===== src/rtl/nib_alu_pkg.sv =====
`timescale 1ns/1ps
package nib_alu_pkg;
  typedef enum logic [1:0] {
    AR_ADD = 2'b00,
    AR_SUB = 2'b01,
    AR_ROL = 2'b10,
    AR_ROR = 2'b11
  } arith_op_e;

  typedef enum logic [1:0] {
    LG_AND  = 2'b00,
    LG_OR   = 2'b01,
    LG_XOR  = 2'b10,
    LG_XNOR = 2'b11
  } logic_op_e;

  localparam logic GRP_ARITH = 1'b0;
  localparam logic GRP_LOGIC = 1'b1;
endpackage


===== src/rtl/nib_alu_arith.sv =====
`timescale 1ns/1ps
module nib_alu_arith
  import nib_alu_pkg::*;
#(
  parameter int W = 4
) (
  input  logic [W-1:0] a_i,
  input  logic [W-1:0] b_i,
  input  logic [1:0]   code_i,
  output logic [W-1:0] res_o,
  output logic         cy_o
);
  localparam int WX = W + 1;

  logic [WX-1:0] sum_x;
  logic [WX-1:0] dif_x;
  logic [W-1:0]  rol_v;
  logic [W-1:0]  ror_v;

  assign sum_x = {1'b0, a_i} + {1'b0, b_i};
  assign dif_x = {1'b0, a_i} - {1'b0, b_i};
  assign rol_v = {a_i[W-2:0], a_i[W-1]};
  assign ror_v = {a_i[0], a_i[W-1:1]};

  always_comb begin
    res_o = '0;
    cy_o  = 1'b0;
    unique case (arith_op_e'(code_i))
      AR_ADD: begin res_o = sum_x[W-1:0]; cy_o = sum_x[W]; end
      AR_SUB: begin res_o = dif_x[W-1:0]; cy_o = dif_x[W]; end
      AR_ROL: res_o = rol_v;
      AR_ROR: res_o = ror_v;
      default: res_o = '0;
    endcase
  end
endmodule


===== src/rtl/nib_alu_logic.sv =====
`timescale 1ns/1ps
module nib_alu_logic
  import nib_alu_pkg::*;
#(
  parameter int W = 4
) (
  input  logic [W-1:0] a_i,
  input  logic [W-1:0] b_i,
  input  logic [1:0]   code_i,
  output logic [W-1:0] res_o
);
  for (genvar i = 0; i < W; i++) begin : g_bit
    logic x_v;
    assign x_v = a_i[i] ^ b_i[i];
    always_comb begin
      unique case (logic_op_e'(code_i))
        LG_AND:  res_o[i] = a_i[i] & b_i[i];
        LG_OR:   res_o[i] = a_i[i] | b_i[i];
        LG_XOR:  res_o[i] = x_v;
        LG_XNOR: res_o[i] = ~x_v;
        default: res_o[i] = 1'b0;
      endcase
    end
  end
endmodule


===== src/rtl/nib_alu.sv =====
`timescale 1ns/1ps
module nib_alu
  import nib_alu_pkg::*;
#(
  parameter int W = 4
) (
  input  logic [W-1:0] opa,
  input  logic [W-1:0] opb,
  input  logic         grp_sel,
  input  logic [1:0]   op_code,
  output logic [W-1:0] result,
  output logic         carry_out
);
  logic [W-1:0] ar_res;
  logic         ar_cy;
  logic [W-1:0] lg_res;

  nib_alu_arith #(.W(W)) u_arith (
    .a_i    (opa),
    .b_i    (opb),
    .code_i (op_code),
    .res_o  (ar_res),
    .cy_o   (ar_cy)
  );

  nib_alu_logic #(.W(W)) u_logic (
    .a_i    (opa),
    .b_i    (opb),
    .code_i (op_code),
    .res_o  (lg_res)
  );

  always_comb begin
    if (grp_sel == GRP_LOGIC) begin
      result    = lg_res;
      carry_out = 1'b0;
    end else begin
      result    = ar_res;
      carry_out = ar_cy;
    end
  end
endmodule


===== config.mk =====
export PLATFORM = sky130hd
export DESIGN_NAME = nib_alu
export DESIGN_NICKNAME = d
export VERILOG_FILES = /design/src/rtl/nib_alu_pkg.sv /design/src/rtl/nib_alu_arith.sv /design/src/rtl/nib_alu_logic.sv /design/src/rtl/nib_alu.sv
export SDC_FILE = /design/constraint.sdc
export NUM_CORES = 1
export LEC_CHECK = 0
export BUFFER_PORTS_ARGS = -buffer_cell sky130_fd_sc_hd__buf_2
export CORE_AREA = 2 2 39 41
export DETAILED_ROUTE_END_ITERATION = 8
export DIE_AREA = 0 0 41 43
export PLACE_DENSITY = 0.67
export SYNTH_ARGS = -nofsm -noshare
export SYNTH_HDL_FRONTEND = slang
export SYNTH_SLANG_ARGS = --single-unit

===== constraint.sdc =====
create_clock -name vclk -period 1.9
set_input_delay 0.095 -clock vclk [all_inputs]
set_output_delay 0.095 -clock vclk [all_outputs]
set_load 0.01 [all_outputs]

Word-level counts from Yosys, hierarchy flattened. Cells that the tools add are included.

Add/sub/neg operators: 2. Reduce and logical (&&, ||, !) cells: 1. Mux-type cells: 8. Bitwise logic cells: 16. Eq/ne operators: 3.

Operator list (count): $pmux W1 S4 (4); $pmux W4 S4 (1); $add A4 B4 Y5 (1); $sub A4 B4 Y5 (1); $and A1 B1 Y1 (4); $eq A2 B2 Y1 const B (2); $mux W4 (1); $not A1 Y1 (4); $or A1 B1 Y1 (4); $xor A1 B1 Y1 (4); $eq A2 B1 Y1 const B (1); $logic_not A2 Y1 (1); $pmux W1 S2 (1); $mux W1 (1).

Bits of input ports: 11. Word-level logic and storage cells: 30. Output and inout bits: 5. Flip-flop bits (word level): 0.

Depth between registers and ports, before layout. Gate-level depths: netlist of run 1.

Depth in word-level cells: 4. Mapped depth: 7. Mapped depth without buffers: 7.

Modules after synthesis. A second synthesis of run 1 with hierarchy kept.

Cells, all modules: 89. Area, all modules: 793.3 µm².

Modules (own cells, without submodules): nib_alu_arith (sequential area each 0.0 µm², area an instance 386.6 µm², cells an instance 46, instances 1); nib_alu_logic (sequential area each 0.0 µm², area an instance 352.8 µm², cells an instance 38, instances 1); nib_alu (sequential area each 0.0 µm², area an instance 53.8 µm², cells an instance 5, instances 1).

Least setup slack after synthesis of run 1. No wires, ideal clock.

Path type: in2out. Start: input port opa[0]. End: output port result[2]. Slack: 0.349 ns. Required time: 1.805 ns. Stages on the path: 6. Buffers on the path: 0. Data arrival time: 1.456 ns. Cells stage by stage: ha_1 -> fa_1 -> xor2_1 -> mux4_2 -> nor2_1 -> a21oi_1.

Cells in the longest elaborated chain, start to end: 3. Elaborated cells on any way between the ends: 4. Those cells by class: add/sub: 2; mux: 2.

RTL lines: start, declared (line nib_alu.sv:7) `input logic [W-1:0] opa,`; $sub A4 B4 Y5 or $add A4 B4 Y5 (tied branches) (line nib_alu_arith.sv:21, nib_alu_arith.sv:20); $pmux W4 S4 * (line nib_alu_arith.sv:28) `unique case (arith_op_e'(code_i))`; $mux W4 * (line nib_alu.sv:34) `if (grp_sel == GRP_LOGIC) begin`; end, declared (line nib_alu.sv:11) `output logic [W-1:0] result,`.

Mark *: on every way between the ends. The rest lies on a longest branch, timed or not.

Worst setup path after layout of run 1. Same ends and word-level chain as after synthesis.

==> impl_results.md, run 1 <==
* Final hold viol count at 0
* Via density per instance at roughly 5
* Layout cells sized above 1 at 0.302
* Post-route ant nets at 0
* Pwr/cell area at 255 nW/um^2
* CP Buf/Inv Count at 2
* LEAKAGE at 0.352 nW
* Synth Net Count at 100
* Fin util at 0.490
* Drc violations at 0
* Max-cap viol count at 0
* Seq_cells at 0
* Maximum vdd drop at 0.105 mV
* Cts-stage hold buffer count at 0
* Die width at 41 microns
* FP Rows at 14
* Register area at 0 sq um
* Worst-path maximum fanout at 4
* Crit path capture type: output port
* Pre-antenna DRT Iters at 4
* Initial Util at 0.440
* Logic pwr share at 1.000
* Compound-Gate Fraction of Synth Area at 0.199
* Post-synthesis adder-cell area fraction at 0.312
* Largest net degree at the start of global routing at 19
* Total Neg Setup Slack at 0 ps
* Mean Syn Cell Area at between 8 and 9 sq um
* Initial antenna violation count at 0
* Slew @ Worst Pin at 392 ps
* Crit path max-delay family: adder cells
* Synth warn at 0
* Yosys top cell by area: ha_1
* Gr usage total at 0.133
* Setup violators final at 0
* Most frequent cells in the layout: buf_2, inv_1, ha_1
* Area Overhead vs Synth at 11.3%
* CP Data Arrival Time at 1680 ps
* Worst hold-check path type: input port to output port
* CP cell instances: buf_4 > ha_2 > fa_2 > xor2_1 > mux4_2 > nor2_1 > a21oi_1 > buf_2
* Cts repair resizes at 0
* Post-Synthesis Cells at 75
* Diode count at 0
* Number of global-route vias before repair at around 420
* WL final at 1.07 mm
* GRT overflow at 0
* Net Switching at 88.2 uW
* Area of the die at between 1500 and 2000 sq um
* Flop pwr share at 0
* Setup Crit Path Kind: input port to output port
* I/O Pins at 16
* Area of the multi-input gates at 527 sq um
* Final nets at 113
* First DRT Iteration DRCs at 15
* Top-area cell type share of the netlist area at 0.246
* Sequential fraction of the synthesis area at 0
* FMAX at 0.562 GHz
* Mux share of post-synthesis cell area at 0.160
* Cell Int Power at around 85 uW
* Clock Buffer Count at 0
* XOR/XNOR Fraction of Synth Area at 0.0862
* Wire length per cell at 10.5 microns
* Detailed-route via count at 509
* Startpoint types: input port
* Placer Congestion at around 0.80
* First-pass GRT wire length at around 1.8 mm
* Largest family of logic cells by synthesized area: adder cells
* Simple logic cell fraction of the synthesized area at 0.0903
* Fin crit period at 1780 ps
* Count of input and output buffers at 16
* DP Wirelength at 907 microns
* Outcome: complete, no violations
* Core ar. at 1380 sq um
* Final-layout fill cell count at 141
* Clk pwr share at 0
* Commonest non-fill, non-tap cell in the layout: buf_2
* Required time of the critical path at around 1800 ps
* CP max stage cell: mux4_2
* Post-CTS Setup Bufs at 0
* Synth top area cells: ha_1, mux4_2, inv_1
* Mapped cell area at 609 sq um
* Synth cell types at 26
* Switching Share at 0.510
* Die Y at 43 microns
* Final worst path period share at 0.936
* Slew margin rel. at 0.738
* Pwr Total at 173 uW
* Critical Path Max Stage Delay at between 400 and 500 ps
* RSZ-0062 raised after global routing: false
* Final Max Slew Viols at 0
## worst paths after layout
path                  cells past startpoint     from  slack (ps)   endpoint
worst max-delay path                      8   opa[0]         120  result[2]
worst min-delay path                      3  grp_sel         590  result[2]
## logic make-up (layout without fill, tap and decap cells)
kind of cell / Yosys count / count (layout)
xor gates and xnor gates: 6 / 6
adders and majority gates: 14 / 14
buffers and inverters: 18 / 29
muxes: 6 / 6
AOI/OAI and AO/OA: 19 / 19
and+or+nand+nor: 12 / 12
## per-stage QoR
stage	cell area [sq um]	worst slack, ps	hold WS [ps]	std cells
final	678	122	591	102
after global placement	666	28.9	592	102
after CTS	666	8.60	603	102
after global routing	678	20.6	637	102
after detailed placement	666	21.2	600	102
after floorplan	609	349	476	75
## power groups by stage
stage,sequential (mW),clock [mW],combinational (mW)
after floorplan,0,0,0.133
after global placement,0,0,0.171
after detailed placement,0,0,0.171
after CTS,0,0,0.172
after global routing,0,0,0.196
final,0,0,0.173
## synth_stat cells (2+ instances only)
library cell  instances
o21ai_0               7
nor2_1                3
fa_1                  2
ha_1                 12
nand2_1               5
nand2b_1              2
xor2_1                3
mux2i_1               3
mux4_2                3
a21oi_1               3
buf_6                 3
inv_1                13
xnor2_1               3
## worst min-delay path: stages
cell,delay (ps)
buf_2,180
a21oi_1,90
buf_2,130
## layer usage
metal  share of wire  track usage
met1            0.46        0.204
met2            0.51        0.216
met3           0.025            0
met4               0            0
met5               0            0
## layout make-up
type | count | share of cell area
inverter | 13 | 0.0720
tap | 16 | 0.0295
multi-input combinational | 57 | 0.777
timing repair buffer | 16 | 0.122
(Power assumes the default switching activity.)
==> run 2: changes to the inputs <==
--- a/config.mk
+++ b/config.mk
@@ -9,7 +9,7 @@
 export CORE_AREA = 2 2 39 41
 export DETAILED_ROUTE_END_ITERATION = 8
 export DIE_AREA = 0 0 41 43
-export PLACE_DENSITY = 0.67
+export PLACE_DENSITY = 0.73
 export SYNTH_ARGS = -nofsm -noshare
 export SYNTH_HDL_FRONTEND = slang
 export SYNTH_SLANG_ARGS = --single-unit
==> run 2 against run 1 <==
Wire length up 13%; combinational power up 2%; critical path depth unchanged; global-route usage up 1.2 points; setup slack worse by 40 ps; sequential cell count unchanged; cell area up 0.74%; first-iteration DRC count down 20%; count of clock-buffer cells in the layout unchanged; via count up 5.3%; cell count unchanged; critical path type unchanged.
==> impl_results.md, run 2 (synthesis results as in run 1) <==
* Diode count at 0 (unchanged)
* Gr usage total at 0.144 (+0.0116)
* Slew margin rel. at 0.739 (about the same)
* Final worst path period share at 0.957 (+0.0212)
* CP max stage cell: mux4_2
* Crit path max-delay family: adder cells
* Wire length per cell at 11.9 microns (+13%)
* Most frequent cells in the layout: buf_2, inv_1, ha_1
* Register area at 0 sq um (unchanged)
* WL final at 1.21 mm (+13%)
* Slew @ Worst Pin at 391 ps (-1.09 ps)
* Die width at 41 microns (unchanged)
* Pre-antenna DRT Iters at 4 (unchanged)
* Drc violations at 0 (unchanged)
* Largest net degree at the start of global routing at 19 (unchanged)
* Final nets at 113 (unchanged)
* First DRT Iteration DRCs at 12 (-3)
* First-pass GRT wire length at 1.91 mm (+8.6%)
* FMAX at 0.550 GHz (-2.2%)
* Outcome: complete, no violations
* Clock Buffer Count at 0 (unchanged)
* Via density per instance at 5.25 (+5.3%)
* Post-route ant nets at 0 (unchanged)
* Maximum vdd drop at 0.0834 mV (-21%)
* Worst hold-check path type: input port to output port
* Dpl ws at 20.1 ps (-1.16 ps)
* CP most frequent cell: buf_2
* Setup Crit Path Kind: input port to output port
* Final hold viol count at 0 (unchanged)
* Pwr/cell area at 259 nW/um^2 (+1.7%)
* CP cell instances: buf_2 > ha_1 > fa_2 > xor2_1 > mux4_2 > nor2_1 > a21oi_1 > buf_2
* Post-route design area at 683 sq um (+0.74%)
* Crit path capture type: output port
* Initial Util at 0.440 (unchanged)
* Commonest non-fill, non-tap cell in the layout: buf_2
* Placer Congestion at 0.721 (-10%)
* GRT overflow at 0 (unchanged)
* Final WS setup at 81.8 ps (-40.2 ps)
* Startpoint types: input port
* Final Max Slew Viols at 0 (unchanged)
* LEAKAGE at 0.355 nW (+0.98%)
* Detailed-route via count at 536 (+5.3%)
* Setup violators final at 0 (unchanged)
* Area Overhead vs Synth at 12.1%
* I/O Pins at 16 (unchanged)
* Die Y at 43 microns (unchanged)
* Seq_cells at 0 (unchanged)
* Core ar. at 1380 sq um (unchanged)
* Area post-placement at 666 sq um (unchanged)
* DP Wirelength at 997 microns (+10%)
* CP Data Arrival Time at 1720 ps (+40 ps)
* Worst-path maximum fanout at 4 (unchanged)
* Count of input and output buffers at 16 (unchanged)
* Fin crit period at 1820 ps (+40.2 ps)
* Layout cells sized above 1 at 0.279 (-0.0233)
* CP Buf/Inv Count at 2 (unchanged)
* Number of global-route vias before repair at 478 (+15%)
* Critical Path Max Stage Delay at 450 ps (about the same)
* Required time of the critical path at 1800 ps (about the same)
* Area of the die at 1760 sq um (unchanged)
* FP Rows at 14 (unchanged)
* Initial antenna violation count at 0 (unchanged)
* Max-cap viol count at 0 (unchanged)
==> run 2: cell counts in the layout (fill, tap and decap cells not counted) <==
No cell type changed its count.
==> run 2: final cells by class <==
| class | instances | area [sq um] |
|---|---|---|
| Multi-Input combinational cell | 57 | 534 |
| Inverter | 13 | 48.8 |
| Timing Repair Buffer | 16 | 80.1 |
| Tap cell | 16 | 20.0 |
| Fill cell | 149 | 701 |
==> run 2: power breakdown <==
group / internal, mW / switching (mW) / total (mW)
Clock: 0 / 0 / 0
Combinational: 0.0853 / 0.0919 / 0.177
Sequential: 0 / 0 / 0
Total: 0.0853 / 0.0919 / 0.177
==> run 2: timing repair <==
action                                  4_1_cts  5_1_grt
hold buffers                                  0        0
setup buffers                                 0        0
endpoints found under the setup margin        0        2
resized for setup                             0        4
==> run 2: final timing paths <==
path / startpoint / to / slack, ps / depth (start not counted)
worst max-delay path: opa[0] / result[2] / 80 / 8
worst min-delay path: grp_sel / result[2] / 590 / 3
==> run 2: routing by layer <==
| layer | global-route usage | share of wire |
|---|---|---|
| met3 | 0 | 0.027 |
| met1 | 0.176 | 0.45 |
| met2 | 0.278 | 0.53 |
| met4 | 0 | 0 |
| met5 | 0 | 0 |
==> run 2: through the flow <==
step	total power [mW]	util	TNS (ps)	hold WS [ps]	instances
2_1_floorplan	0.133	-	0	476	75
3_3_place_gp	0.170	0.481	0	584	102
3_5_place_dp	0.174	0.481	0	592	102
4_1_cts	0.174	0.481	0	593	102
5_1_grt	0.200	0.494	-9.34	617	102
6_report	0.177	0.494	0	593	102
==> run 3: changes to the inputs <==
--- a/config.mk
+++ b/config.mk
@@ -5,6 +5,8 @@
 export SDC_FILE = /design/constraint.sdc
 export NUM_CORES = 1
 export LEC_CHECK = 0
+export ABC_AREA = 1
+export ABC_CLOCK_PERIOD_IN_PS = 1900
 export BUFFER_PORTS_ARGS = -buffer_cell sky130_fd_sc_hd__buf_2
 export CORE_AREA = 2 2 39 41
 export DETAILED_ROUTE_END_ITERATION = 8
==> run 3 against run 2 <==
Die area stayed put; synthesized cell count is 39% higher; cell area is 3.1% higher; sequential cell count did not move; core utilization grew 1.5 points; combinational power barely moved; wire length is 26% higher; setup slack improved by 210 ps.
==> impl_results.md, run 3 <==
* WL final at 1.52 mm (+26%)
* Setup violators final at 0 (unchanged)
* Sequential fraction of the synthesis area at 0 (unchanged)
* Post-route ant nets at 0 (unchanged)
* LEAKAGE at 0.413 nW (+16%)
* RSZ-0062 raised after global routing: false
* Largest net degree at the start of global routing at 10 (-9)
* Cts-stage hold buffer count at 0 (unchanged)
* Maximum vdd drop at 0.122 mV (+46%)
* Diode count at 0 (unchanged)
* Setup Crit Path Kind: input port to output port
* Fin crit period at 1610 ps (-205 ps)
* Die width at 41 microns (unchanged)
* Clock Buffer Count at 0 (unchanged)
* Die Y at 43 microns (unchanged)
* Synth top cells by count: nand2_1, inv_1, ha_1, nor2_1, nand3_1
* Mapped cell area at 609 sq um (unchanged)
* Final nets at 146 (+29%)
* Pwr Total at 174 uW (-1.8%)
* Max-cap viol count at 0 (unchanged)
* Synth warn at 0 (unchanged)
* Yosys top cell by area: ha_1
* Total Neg Setup Slack at 0 ps (unchanged)
* First DRT Iteration DRCs at 15 (+3)
* Startpoint types: input port
* Most frequent cells in the layout: nand2_1, inv_1, buf_2
* Synth Net Count at 129 (+29%)
* First-pass GRT wire length at 2.57 mm (+34%)
* FMAX at 0.620 GHz (+13%)
* Gr usage total at 0.199 (+0.0542)
* Final Max Slew Viols at 0 (unchanged)
* Pre-antenna DRT Iters at 4 (unchanged)
* Wire length per cell at 11.3 microns (-5.2%)
* Slew margin rel. at 0.764 (+0.0243)
* HP Start: grp_sel
* Layout cells sized above 1 at 0.218 (-0.0606)
* I/O Pins at 16 (unchanged)
* Via density per instance at 5.27 (+0.22%)
* CP Data Arrival Time at 1520 ps (-200 ps)
* Core ar. at 1380 sq um (unchanged)
* Final hold viol count at 0 (unchanged)
* Hold-critical path depth at 3 (unchanged)
* Top-area cell type share of the netlist area at 0.246 (unchanged)
* Commonest non-fill, non-tap cell in the layout: nand2_1
* Worst hold-check path type: input port to output port
* FP Rows at 14 (unchanged)
* Crit path capture type: output port
* Area of the die at 1760 sq um (unchanged)
* GRT overflow at 0 (unchanged)
* Outcome: complete, no violations
* Post-Synthesis Cells at 104 (+39%)
* Required time of the critical path at 1800 ps (about the same)
* Placer Congestion at 0.815 (+13%)
* Pwr/cell area at 247 nW/um^2 (-4.7%)
* Detailed-route via count at 711 (+33%)
* Worst hold margin at 486 ps (-107 ps)
* Hold Crit Endpoint: carry_out
* Mean Syn Cell Area at 5.86 sq um (-28%)
* Cts repair resizes at 0 (unchanged)
* Most numerous cell in the Yosys netlist: nand2_1
* Count of input and output buffers at 16 (unchanged)
* Post-CTS Setup Bufs at 0 (unchanged)
* Synth cell types at 21 (-19%)
* Initial antenna violation count at 0 (unchanged)
* Register area at 0 sq um (unchanged)
* Synth top area cells: ha_1, nand2_1, inv_1
* Drc violations at 0 (unchanged)
* Slew @ Worst Pin at 354 ps (-36.9 ps)
* DP Wirelength at 1.26 mm (+26%)
* Final worst path period share at 0.849 (-0.108)
* Number of global-route vias before repair at 606 (+27%)
* Worst-path maximum fanout at 4 (unchanged)
* Initial Util at 0.440 (unchanged)
* Area Overhead vs Synth at 15.6%
* Seq_cells at 0 (unchanged)
[run 3: cell types whose count changed after synthesis, sizes merged, moves of 5 or more]
| cell | delta |
|---|---|
| nand3 | +6 |
| nand2 | +25 |
| o21ai | -5 |
| nor2 | +7 |
| inv | +8 |
[run 3: worst max-delay path, cell delays in order]
cell and delay (ps):
buf_2 90, inv_1 80, ha_1 240, fa_1 390, nor2_1 180, nor3b_2 80, nor3_1 170, nor2_1 70
buf_2 130
[run 3: per-layer routing]
layer	global-route usage	up-vias	part of all wire
met1	0.285	315	0.44
met3	0.00524	2	0.066
li1	-	366	-
met4	0.0200	0	0.0092
met5	0	-	0
met2	0.328	28	0.48
[run 3: cells by family (layout without fill, tap and decap cells)]
family | count (synthesis) | count (layout) | synth area share
adders and majority gates | 14 | 14 | 0.312
buffers and inverters | 22 | 37 | 0.138
and+or+nand+nor | 49 | 49 | 0.349
AOI/OAI and AO/OA | 19 | 19 | 0.201
[run 3: how the worst max path moves through the flow]
stage	from	endpoint	slack, ps	cells after the start
4_1_cts	opa[0]	result[2]	290	9
6_report	opa[0]	result[2]	290	9
2_1_floorplan	opa[0]	result[2]	620	7
5_1_grt	opa[0]	result[2]	150	9
3_3_place_gp	opa[0]	result[2]	370	9
3_5_place_dp	opa[0]	result[2]	290	9
[run 3: cell type report]
cell class                      instances  area [sq um]
Multi-Input combinational cell         82           526
Tap cell                               16          20.0
Timing Repair Buffer                   16          80.1
Inverter                               21          78.8
Fill cell                             152           679
[run 3: metrics by stage]
step	setup slack, ps	util	instance area, sq um	std cells
finish	287	0.509	704	135
global placement	367	0.509	704	135
CTS	291	0.509	704	135
global route	152	0.509	704	135
floorplan	619	-	609	104
detailed placement	295	0.509	704	135
[run 3: where the power goes]
group / switching [mW] / internal [mW] / total (mW) / leakage [nW]
Sequential: 0 / 0 / 0 / 0
Clock: 0 / 0 / 0 / 0
Combinational: 0.106 / 0.0676 / 0.174 / 0.413
